File: config.mk
export PLATFORM = sky130hd
export DESIGN_NAME = pwrup_vector_sel
export DESIGN_NICKNAME = d
export VERILOG_FILES = /design/src/rtl/pwrup_vector_sel.sv
export SDC_FILE = /design/constraint.sdc
export NUM_CORES = 1
export LEC_CHECK = 0
export CORE_ASPECT_RATIO = 0.75
export CORE_MARGIN = 1.5
export CORE_UTILIZATION = 40
export DETAILED_ROUTE_END_ITERATION = 8
export PLACE_DENSITY = 0.8
export SYNTH_ARGS = -nofsm -noshare
export SYNTH_HDL_FRONTEND = slang
export SYNTH_SLANG_ARGS = --single-unit
File: constraint.sdc
create_clock -name clk -period 1.42 [get_ports clk]
set_input_delay 0.142 -clock clk [delete_from_list [all_inputs] [get_ports clk]]
set_output_delay 0.142 -clock clk [all_outputs]
set_load 0.1 [all_outputs]
File: src/rtl/pwrup_vector_sel.sv
module pwrup_vector_sel #(
  parameter int PC_W      = 16,
  parameter int BOOT_BITS = 4,
  parameter logic [PC_W-1:0] VEC_ADDR = PC_W'('o24),
  parameter logic [PC_W-1:0] ROM_PC   = PC_W'('o173000),
  parameter logic [PC_W-1:0] RUN_PS   = PC_W'('o340)
) (
  input  logic                 clk,
  input  logic                 rst_n,
  input  logic [1:0]           opt_strap_fitted,
  input  logic [BOOT_BITS-1:0] boot_strap_fitted,
  output logic                 rd_req,
  output logic [PC_W-1:0]      rd_addr,
  input  logic                 rd_ack,
  input  logic [PC_W-1:0]      rd_data,
  input  logic                 rd_timeout,
  output logic [PC_W-1:0]      pc,
  output logic [PC_W-1:0]      ps,
  output logic                 done,
  output logic                 debug_mode,
  output logic                 fetch_err
);
  localparam int LOW_W = PC_W - BOOT_BITS;
  localparam logic [PC_W-1:0] PS_ADDR = VEC_ADDR + PC_W'(2);

  typedef enum logic [2:0] {S_SAMPLE, S_DISPATCH, S_RD_PC, S_RD_PS, S_IDLE} state_t;

  state_t               st;
  logic [1:0]           code_q;
  logic [BOOT_BITS-1:0] boot_q;

  assign rd_req  = (st == S_RD_PC) || (st == S_RD_PS);
  assign rd_addr = (st == S_RD_PS) ? PS_ADDR : VEC_ADDR;

  always_ff @(posedge clk) begin
    if (!rst_n) begin
      st         <= S_SAMPLE;
      code_q     <= '0;
      boot_q     <= '0;
      pc         <= '0;
      ps         <= '0;
      done       <= 1'b0;
      debug_mode <= 1'b0;
      fetch_err  <= 1'b0;
    end else begin
      done <= 1'b0;
      case (st)
        S_SAMPLE: begin
          code_q <= ~opt_strap_fitted;
          boot_q <= boot_strap_fitted;
          st     <= S_DISPATCH;
        end
        S_DISPATCH: begin
          case (code_q)
            2'd0: st <= S_RD_PC;
            2'd1: begin
              ps         <= '0;
              debug_mode <= 1'b1;
              st         <= S_IDLE;
            end
            2'd2: begin
              pc   <= ROM_PC;
              ps   <= RUN_PS;
              done <= 1'b1;
              st   <= S_IDLE;
            end
            default: begin
              pc   <= {boot_q, {LOW_W{1'b0}}};
              ps   <= RUN_PS;
              done <= 1'b1;
              st   <= S_IDLE;
            end
          endcase
        end
        S_RD_PC: begin
          if (rd_timeout) begin
            fetch_err <= 1'b1;
            st        <= S_IDLE;
          end else if (rd_ack) begin
            pc <= rd_data;
            st <= S_RD_PS;
          end
        end
        S_RD_PS: begin
          if (rd_timeout) begin
            fetch_err <= 1'b1;
            st        <= S_IDLE;
          end else if (rd_ack) begin
            ps   <= rd_data;
            done <= 1'b1;
            st   <= S_IDLE;
          end
        end
        default: ;
      endcase
    end
  end
endmodule

## Yosys cells after proc, flatten, opt, wreduce, memory -nomap -nowiden

Cells that the tools add are included.

- Eq/ne operators: 13
- Multiplexer cells: 17
- Bitwise operators: 1
- Reductions and logical operators: 13

Operators with widths:

| operator | count |
|---|---|
| one-hot mux 16 bit (2 select lines) | 4 |
| 2-to-1 mux 16 bit | 2 |
| 2-to-1 mux 3 bit | 5 |
| inequality test 2 bit (second input constant) | 6 |
| one-hot mux 3 bit (4 select lines) | 1 |
| AND reduction 4 bit | 2 |
| == test 3 x 2 -> 1 bit (second input constant) | 2 |
| inequality test 3 bit (second input constant) | 2 |
| AND reduction 2 bit | 2 |
| nonzero test 2 bit | 2 |
| nonzero test 4 bit | 1 |
| OR reduction 2 bit | 2 |
| == test 3 x 1 -> 1 bit (second input constant) | 1 |
| zero test 3 bit | 1 |
| 2-to-1 mux 1 bit | 3 |
| AND reduction 3 bit | 1 |
| == test 2 x 1 -> 1 bit (second input constant) | 1 |
| == test 2 bit (second input constant) | 1 |
| zero test 2 bit | 1 |
| 2-to-1 mux 2 bit | 1 |
| NOT 2 bit | 1 |
| one-hot mux 1 bit (2 select lines) | 1 |
| logical OR 1 bit | 1 |

- Flip-flop bits (word level): 44
- Output and inout port bits: 52

## Longest topological paths before layout

Gate-level depths: netlist of the first run.

- Word-level depth: 4
- Depth in mapped cells: 6
- Mapped depth without buffers: 3

## Worst setup path after synthesis of the first run

OpenSTA, ideal clock, no wires.

- Path type: register to register
- Start point: register st[1]
- End point: register fetch_err
- Setup time: 70 ps
- Arrival time: 2557 ps
- Required time: 1350 ps
- Setup slack: -1206 ps
- Stages on the path, launching flop included: 7
- Path buffers: 3
- Cell sequence: dfxtp_1 > buf_4 > buf_4 > clkbuf_1 > nor2b_1 > a21oi_1 > nor2_1

- Word-level cells in the longest chain between the ends: 3
- Elaborated cells between the ends (all ways): 4
- Those cells by class: eq/ne (2); reduce/logical (2)

Ends and longest elaborated chain:

| element | RTL line | text |
|---|---|---|
| from (decl) | 28 | `state_t st;` |
| from (signal assigned) | 37 | `st <= S_SAMPLE;` |
| from (signal assigned) | 51 | `st <= S_DISPATCH;` |
| from (signal assigned) | 55 | `2'd0: st <= S_RD_PC;` |
| == test 3 x 2 -> 1 bit | 47 | `case (st)` |
| OR reduction 2 bit (no source line) (*) | n/a |  |
| AND reduction 2 bit (no source line) (*) | n/a |  |
| to (signal assigned) | 44 | `fetch_err <= 1'b0;` |
| to (signal assigned) | 77 | `fetch_err <= 1'b1;` |
| to (signal assigned) | 86 | `fetch_err <= 1'b1;` |
| to (decl) | 21 | `output logic fetch_err` |

Mark *: on every way between the ends. The rest lies on a longest branch, timed or not.
A chain may end at the register's enable or synchronous reset.

## Final worst setup path of the first run

- Start point: register st[2]
- End point: register ps[6]

- Word-level cells in the longest chain between the ends: 3
- Elaborated cells between the ends (all ways): 8
- Those cells by class: eq/ne (5); mux (1); reduce/logical (2)

Ends and longest elaborated chain:

| element | RTL line | text |
|---|---|---|
| == test 3 x 1 -> 1 bit / == test 3 x 2 -> 1 bit (equally long branches) | 47 |  |
| inequality test 2 bit (no source line) / nonzero test 2 bit (equally long branches) | n/a |  |
| AND reduction 4 bit (no source line) | n/a |  |
| to (signal assigned) | 89 | `ps <= rd_data;` |
| to (decl) | 18 | `output logic [PC_W-1:0] ps,` |

Parallel ways exist; a longest one is shown, timed or not.

==> key figures, run 1 <==
Run status
  • Status: finished, violations left
  • Failing checks: setup timing

Critical path
  • Worst setup startpoint: st[2]$_SDFFE_PN0P_
  • Crit start category: flop
  • Reg2reg start: st[2]$_SDFFE_PN0P_
  • CP Capture Type: flop
  • CP max FO: 8
  • CP max stage cell: or3b_4
  • Critical Path, Cell by Cell: or3b_4 > o32ai_4 > clkbuf_16 > mux2i_1
  • Crit path required time: 1.64 ns
  • Worst Setup Path Type: flop to flop
  • Critical Path Max Stage Delay: 0.40 ns
  • Crit path DAT: 1.75 ns

CTS
  • TritonCTS Buffers: 5
  • Clk sinks: 44
  • CTS clk-pin slew, worst paths: 0.08 ns
  • CTS tree: done
  • H-tree depth: 2
  • Hold buffer count at cts: 0
  • Clk root buf: clkbuf_8
  • Clk buf depth: 2
  • Latest clock arrival within the worst-skew pair: 0.30 ns

STA
  • Clock Skew: 0.003261 ns
  • Slew Limit Fails: 0
  • RSZ-0062 raised after global routing: true
  • Final setup margin: -0.1169 ns
  • Crit path time final: 1.537 ns
  • Final period utilization: 1.082
  • Final setup violation count: 17
  • Upper clock frequency limit: 650.7 MHz
  • Hold Fails Final Rpt: 0

Place
  • DPL Wire Length: 4.257 mm
  • Placed cells: 368
  • RePlAce Congestion: 0.8189
  • IO Port Bufs: 62

Synth
  • Largest cells by area after synthesis: dfxtp_1 (42%), mux2i_1 (12%), nand2_1 (6.2%)
  • Synth Cell Area: 2115 µm²
  • Synthesized area per cell: 9.440 µm²
  • Cell count after synthesis: 224
  • Warnings from Yosys: 0
  • Cell taking the most area after synthesis: dfxtp_1
  • Mux contribution to synthesized area: 0.1231
  • Post-synth EDFFs: 0
  • Synth unique cells: 41
  • Post-Synth Adder-Cell Area: 0
  • Ys async rst share: 0
  • Yosys reg bits: 44
  • Post-Synth XOR/XNOR Area: 0
  • Sequential fraction of the synthesis area: 0.4166
  • Compound-cell area share of the yosys netlist: 0.1450
  • Simple-Gate Fraction of Synth Area: 0.2136
  • Largest family of logic cells by synthesized area: simple AND/OR/NAND/NOR gates
  • Post-synth top area share: 0.4166
  • Leading register cell type out of synthesis: dfxtp_1

Die
  • Die area: 5736 µm²
  • Core region area: 4982 µm²
  • Starting Density: 0.4244
  • Top Ports: 78
  • Die height: 65.97 µm
  • Row cnt: 22
  • Die W: 86.96 µm

Global routing
  • Vias in the first global route: 1938
  • Initial antenna violation count: 0
  • Gr ovfl total: 0
  • GRT Total Usage: 0.2103
  • Largest net degree at the start of global routing: 17
  • First-pass GRT wire length: 9.308 mm

Finish
  • Layout Nets: 340
  • FILL cells: 340
  • Share of layout cells above drive strength 1: 0.3578
  • Non-Filler Instances: 385
  • Ant. Diodes: 0
  • Most frequent cells in the layout: dfxtp_1 (39), buf_12 (39), nand2_1 (34), buf_4 (28)
  • Area Overhead vs Synth: 70.47%

Route
  • Via density: 5.148
  • WL per Instance: 15.72 µm
  • DRT Wirelength: 6.051 mm
  • DR pass1 iterations: 5
  • Post-route ant nets: 0
  • Vias after detailed routing: 1982
  • Residual DRC count: 0
  • First-iteration detailed-routing DRC count: 100

Power
  • Sw Pwr: 3.268 mW
  • Sequential power share: 0.260
  • Logic pwr share: 0.614
  • Internal Pwr Total: 4.007 mW
  • Switching share of power: 0.4492
  • Overall power: 7.275 mW
  • P_leak: 1.366 nW
  • Clk pwr share: 0.126
  • Maximum VDD drop: 1.430 mV
  • Pwr/cell area: 2018 nW/µm²

Flow run
  • Number of max-cap violations: 0

Worst hold path
  • Hold path startpoint: opt_strap_fitted[0]
  • Worst Hold Class: primary input to flop
==> power groups by stage <==
| stage | registers, mW | logic (mW) | clock network, mW |
|---|---|---|---|
| after floorplan | 2.70 | 1.80 | 0 |
| after global placement | 1.87 | 3.82 | 0 |
| after detailed placement | 1.88 | 3.90 | 0 |
| after CTS | 1.86 | 4.13 | 0.931 |
| after global routing | 1.94 | 4.67 | 0.980 |
| final | 1.89 | 4.47 | 0.915 |
==> timing repair <==
action / 4_1_cts / 5_1_grt
endpoints found under the setup margin: 33 / 38
gates resized for setup: 14 / 19
buffers inserted: 8 / 3
gates cloned: 0 / 1
pin swaps: 0 / 4
==> state kept, by name (all words and copies together), names as in the netlist <==
name / count
boot_q: 4
st: 3
fetch_err: 1
done: 1
pc: 16
ps: 16
debug_mode: 1
code_q: 2
==> critical path, delay by kind of cell, from the launching register on <==
family                 cells  cell delay, ns
buffers and inverters      1            0.25
AND/OR/NAND/NOR            1            0.40
AO/OA/AOI/OAI              1            0.21
multiplexers               1            0.22
flip-flops                 1            0.38
==> cell type report <==
type	count	area [µm²]	area share
flip-flops and latches	44	894.6	0.2482
clock buffers	5	68.82	0.01909
multi-input cells	162	1172	0.3252
well taps	72	90.09	0.02499
inverters	1	3.754	0.001041
repair buffers	100	1345	0.3731
clock inverters	1	30.03	0.008330
==> cell usage after synthesis, types with 2 or more instances <==
library cell / n
a211oi_1: 2
a21oi_1: 11
a221oi_1: 2
buf_2: 3
buf_4: 17
clkbuf_1: 8
conb_1: 2
dfxtp_1: 44
mux2i_1: 26
nand2_1: 35
nand2b_1: 5
nand3_1: 5
nor2_1: 13
nor2b_1: 3
nor3b_2: 2
o211ai_1: 3
o21ai_0: 6
o221a_2: 5
o311ai_0: 5
or4b_2: 4
or4bb_1: 3
==> through the flow <==
step / worst slack (ns) / hold WS, ns / util / area (µm²) / setup TNS, ns
6_report: -0.1169 / 0.3915 / 0.7235 / 3605 / -0.7557
5_1_grt: -0.1346 / 0.4096 / 0.7235 / 3605 / -1.683
4_1_cts: -0.04242 / 0.3907 / 0.6994 / 3485 / -0.1039
3_5_place_dp: -0.2550 / 0.4927 / 0.6587 / 3282 / -6.627
3_3_place_gp: -0.2009 / 0.4786 / 0.6587 / 3282 / -5.317
2_1_floorplan: -0.1141 / 0.2377 / - / 2215 / -0.4151
==> worst paths after layout <==
check / endpoint / slack [ns] / cells past startpoint
max: ps[6]$_SDFFE_PN0P_ / -0.12 / 4
min: code_q[0]$_SDFFE_PN0N_ / 0.39 / 2
max reg2reg: ps[6]$_SDFFE_PN0P_ / -0.12 / 4
min reg2reg: pc[15]$_SDFFE_PN0P_ / 0.51 / 2
==> logic make-up (layout without fill, tap and decap cells) <==
group / after synthesis / after routing
simple gates: 81 / 81
flops: 44 / 44
compound gates: 40 / 40
buf+inv: 31 / 107
mux: 26 / 26
other cells: 2 / 15
==> layer usage <==
| metal | global-route usage | up-vias | part of all wire |
|---|---|---|---|
| li1 | - | 948 | - |
| met4 | 0.06452 | 0 | 0.017 |
| met3 | 0.04370 | 8 | 0.069 |
| met5 | 0 | - | 0 |
| met2 | 0.3585 | 77 | 0.48 |
| met1 | 0.2664 | 949 | 0.44 |
Note: power is estimated with default switching activity, not from simulation.
==> run 2: changes to the inputs <==
ABC_CLOCK_PERIOD_IN_PS = 1420   (was default)
CORE_UTILIZATION = 30   (was 40)
PLACE_DENSITY = 0.64   (was 0.8)
==> run 2 against run 1 <==
Effect of this change:
- the flow still finishes with violations (setup timing)
- non-clock buffer count down 2
- final area is 0.52% lower
- power fell by 2.2%
- critical endpoint is now rd_addr[1]
==> key figures, run 2 (synthesis gave the netlist of run 1 again) <==
Global routing
  • Gr ovfl total: 0
  • Initial antenna violation count: 0
  • GRT Total Usage: 0.1596
  • Vias in the first global route: 1882
  • Largest net degree at the start of global routing: 18
  • First-pass GRT wire length: 9.301 mm

Critical path
  • Crit path DAT: 1.30 ns
  • Crit start category: flop
  • CP max FO: 6
  • CP Capture Type: primary output
  • Crit path required time: 1.28 ns
  • Worst Setup Path Type: flop to primary output

Route
  • First-iteration detailed-routing DRC count: 31
  • Via density: 4.841
  • DR pass1 iterations: 4
  • Post-route ant nets: 0
  • Vias after detailed routing: 1922
  • DRT Wirelength: 5.803 mm
  • Residual DRC count: 0
  • WL per Instance: 14.62 µm

Finish
  • Share of layout cells above drive strength 1: 0.3482
  • Most frequent cells in the layout: dfxtp_1 (40), buf_12 (38), nand2_1 (34), buf_4 (27), mux2i_1 (26)
  • FILL cells: 623
  • Area of the multi-input gates: 1166 µm²
  • Util after Layout: 0.5249
  • Ant. Diodes: 0
  • Most common cell after layout, fill and taps aside: dfxtp_1
  • Top flop regs: pc (16), ps (16), boot_q (4)
  • Layout Nets: 338
  • Area Overhead vs Synth: 69.59%
  • Seq. cell area: 893.4 µm²

CTS
  • Clk buf depth: 2
  • TritonCTS Buffers: 5
  • Clk root buf: clkbuf_8
  • CTS tree: done
  • H-tree depth: 2
  • Clk sinks: 44
  • CTS clk-pin slew, worst paths: 0.09 ns
  • Latest clock arrival within the worst-skew pair: 0.30 ns

Power
  • Switching share of power: 0.4589
  • Maximum VDD drop: 1.105 mV
  • Sw Pwr: 3.264 mW
  • Sequential power share: 0.259
  • Overall power: 7.112 mW
  • P_leak: 1.335 nW
  • Clk pwr share: 0.118
  • Internal Pwr Total: 3.848 mW
  • Logic pwr share: 0.622
  • Pwr/cell area: 1983 nW/µm²

Die
  • Die height: 75.71 µm
  • Core region area: 6832 µm²
  • Die area: 7566 µm²
  • Row cnt: 26
  • Top Ports: 78
  • Die W: 99.94 µm
  • Starting Density: 0.3095

Place
  • DPL Wire Length: 4.074 mm
  • Setup slack at placement: -0.2564 ns
  • IO Port Bufs: 62
  • RePlAce Congestion: 0.7273

STA
  • Final setup margin: -0.02651 ns
  • Setup TNS: -0.09623 ns
  • Final setup violation count: 7
  • Worst hold margin: 0.3927 ns
  • Slew Limit Fails: 0
  • RSZ-0062 raised after global routing: true
  • Final period utilization: 1.019
  • Clock Skew: 0.009749 ns
  • Crit path time final: 1.447 ns
  • Upper clock frequency limit: 691.3 MHz
  • Hold Fails Final Rpt: 0

Worst hold path
  • Worst Hold Class: primary input to flop

Flow run
  • Number of max-cap violations: 0

Run status
  • Status: finished, violations left
  • Failing checks: setup timing
-- run 2: what timing repair did --
action                                  in CTS  in global routing
hold buffers                                 0                  0
resized for setup                           14                 17
setup buffers                                5                  7
cloned                                       1                  0
pin swaps                                    3                  2
endpoints found under the hold margin        0                  0
endpoints found under the setup margin      34                 23
-- run 2: path summary, 6_finish.rpt --
kind	startpoint	depth (start not counted)	slack [ns]	to
hold reg to reg	pc[14]$_SDFFE_PN0P_	2	0.50	pc[14]$_SDFFE_PN0P_
hold / removal	opt_strap_fitted[0]	2	0.39	code_q[0]$_SDFFE_PN0N_
setup / recovery	st[2]$_SDFFE_PN0P_	3	-0.03	rd_addr[1]
setup reg to reg	st[2]$_SDFFE_PN0P_	6	-0.02	pc[12]$_SDFFE_PN0P_
-- run 2: power by group through the flow --
stage	registers, mW	logic [mW]	clock network, mW
finish	1.84	4.43	0.842
global route	1.89	4.63	0.915
CTS	1.85	4.18	0.861
detailed placement	1.88	3.85	0
global placement	1.88	3.80	0
floorplan	2.70	1.80	0
-- run 2: final cells by class --
cell class,count,share of cell area
clock inverters,2,0.004187
flip-flops and latches,44,0.2491
clock buffers,6,0.02303
repair buffers,98,0.3681
multi-input cells,162,0.3252
well taps,84,0.02931
inverters,1,0.001047
-- run 2: worst max-delay path, cell delays in order, from the launching register on --
cell	delay, ns
dfxtp_4	0.38
buf_6	0.12
and3b_4	0.33
buf_12	0.18
-- run 2: layer usage --
layer,GRT usage,part of all wire,vias to the layer above
met5,0,0,-
met4,0.04695,0.0079,0
met3,0.04037,0.060,4
met2,0.2570,0.45,55
met1,0.2146,0.48,916
li1,-,-,947
-- run 2: stage by stage --
stage                     cells  cell area [µm²]
after floorplan             237             2215
after global placement      378             3282
after detailed placement    378             3282
after CTS                   391             3488
after global routing        397             3586
final                       397             3586
==> run 3: changes to the inputs <==
==> constraint.sdc (replaced) <==
create_clock -name clk -period 1.42 [get_ports clk]
set_input_delay 0.284 -clock clk [delete_from_list [all_inputs] [get_ports clk]]
set_output_delay 0.284 -clock clk [all_outputs]
set_load 0.1 [all_outputs]
==> run 3 against run 2 <==
Effect of this change:
- power grew 9.1%
- combinational power grew 10%
- final area up 6.1%
- largest power group unchanged
- non-clock buffer count grew 10
- die area unchanged
- sequential share of layout area is 1.5 points lower
- register-to-register slack worse by 0.08 ns
- highest routed layer unchanged
- utilization rose by 3.2 points
- via count increased by 3.0%
- the run still ends with setup timing left
==> key figures, run 3 (synthesis gave the netlist of run 1 again) <==
Place
  • Placed inst area: 3297 µm²
  • IO Port Bufs: 62
  • Placed cells: 380
  • RePlAce Congestion: 0.7260
  • DPL Wire Length: 4.086 mm

Finish
  • Share of layout cells above drive strength 1: 0.3746
  • Most common cell after layout, fill and taps aside: dfxtp_1
  • Layout Nets: 348
  • Area Overhead vs Synth: 79.94%
  • Non-Filler Instances: 407
  • Area of the multi-input gates: 1256 µm²
  • Top flop regs: pc (16), ps (16), boot_q (4)
  • FILL cells: 576
  • Ant. Diodes: 0
  • Post-route cell area: 3805 µm²
  • Seq. cell area: 892.1 µm²
  • Most frequent cells in the layout: dfxtp_1 (41), buf_12 (39), nand2_1 (34), buf_4 (28), mux2i_1 (26)

Worst hold path
  • Worst Hold Class: primary input to flop

Power
  • Pwr/cell area: 2039 nW/µm²
  • Maximum VDD drop: 1.370 mV
  • Sequential power share: 0.241
  • Switching share of power: 0.4452
  • P_leak: 1.453 nW
  • Sw Pwr: 3.455 mW
  • Logic pwr share: 0.629
  • Internal Pwr Total: 4.305 mW
  • Clk pwr share: 0.130

Global routing
  • Largest net degree at the start of global routing: 18
  • Gr ovfl total: 0
  • Initial antenna violation count: 0
  • Vias in the first global route: 1936
  • First-pass GRT wire length: 9.735 mm
  • GRT Total Usage: 0.1670

Critical path
  • Crit path required time: 1.14 ns
  • Crit start category: flop
  • Crit path DAT: 1.26 ns
  • Setup slack, reg-to-reg: -0.10 ns
  • CP max FO: 4
  • Worst Setup Path Type: flop to primary output
  • CP Capture Type: primary output

Route
  • First-iteration detailed-routing DRC count: 57
  • DRT Wirelength: 6.175 mm
  • DR pass1 iterations: 4
  • Vias after detailed routing: 1979
  • WL per Instance: 15.17 µm
  • Residual DRC count: 0
  • Post-route ant nets: 0
  • Via density: 4.862

Die
  • Die height: 75.71 µm
  • Die W: 99.94 µm
  • Row cnt: 26
  • Core region area: 6832 µm²
  • Die area: 7566 µm²
  • Starting Density: 0.3095
  • Top Ports: 78

CTS
  • H-tree depth: 2
  • Hold buffer count at cts: 0
  • Latest clock arrival within the worst-skew pair: 0.29 ns
  • CTS tree: done
  • CTS clk-pin slew, worst paths: 0.08 ns
  • TritonCTS Buffers: 5
  • Clk buf depth: 2
  • Clk sinks: 44
  • Clk root buf: clkbuf_8

Run status
  • Failing checks: setup timing
  • Status: finished, violations left

Flow run
  • Number of max-cap violations: 0

STA
  • Upper clock frequency limit: 646.9 MHz
  • Hold Fails Final Rpt: 0
  • Final period utilization: 1.089
  • Final setup margin: -0.1259 ns
  • RSZ-0062 raised after global routing: true
  • Slew Limit Fails: 0
  • Clock Skew: 0.009590 ns
  • Crit path time final: 1.546 ns
  • Final setup violation count: 20
## run 3: timing repair
item | CTS | global route
setup endpoints to repair | 34 | 40
pin swaps | 6 | 13
hold endpoints to repair | 0 | 0
buffers inserted | 16 | 3
gates resized for setup | 26 | 29
cloned | 2 | 0
## run 3: metrics by stage
stage | utilization | setup slack [ns] | power [mW] | hold WS (ns) | TNS [ns]
final | 0.5570 | -0.1259 | 7.760 | 0.4738 | -1.108
after global routing | 0.5570 | -0.1598 | 8.097 | 0.4889 | -2.439
after CTS | 0.5385 | -0.1334 | 7.434 | 0.4997 | -1.951
after detailed placement | 0.4826 | -0.3986 | 5.743 | 0.4859 | -11.02
after global placement | 0.4826 | -0.3500 | 5.685 | 0.4809 | -10.25
after floorplan | - | -0.1141 | 4.506 | 0.3797 | -0.6927
## run 3: routing by layer
layer	GRT usage	wire length, µm
met1	0.2220	2830
met2	0.2857	2972
met3	0.03578	348
met4	0.03286	23
met5	0	0
## run 3: final cells by class
class / instances / share of cell area
inverter: 1 / 0.0009865
tap: 84 / 0.02762
timing repair buffer: 108 / 0.3749
multi-input combinational: 162 / 0.3302
clock inverter: 2 / 0.01019
sequential: 44 / 0.2345
clock buffer: 6 / 0.02170
## run 3: worst paths after layout
path | start | endpoint | cells past startpoint
worst max-delay path | st[2]$_SDFFE_PN0P_ | rd_addr[1] | 3
worst min-delay path | rd_timeout | fetch_err$_SDFFE_PN0P_ | 4
worst max register to register | st[2]$_SDFFE_PN0P_ | ps[13]$_SDFFE_PN0P_ | 5
worst min register to register | ps[2]$_SDFFE_PN0P_ | ps[2]$_SDFFE_PN0P_ | 2
## run 3: power groups by stage
stage / clock, mW / sequential [mW] / combinational (mW)
after floorplan: 0 / 2.70 / 1.80
after global placement: 0 / 1.88 / 3.80
after detailed placement: 0 / 1.89 / 3.86
after CTS: 1.02 / 1.84 / 4.57
after global routing: 1.09 / 1.91 / 5.10
final: 1.01 / 1.87 / 4.88
## run 3: worst max-delay path, stage by stage, from the launching register on
cell	delay [ns]
dfxtp_4	0.37
buf_6	0.11
and3b_4	0.32
buf_12	0.18
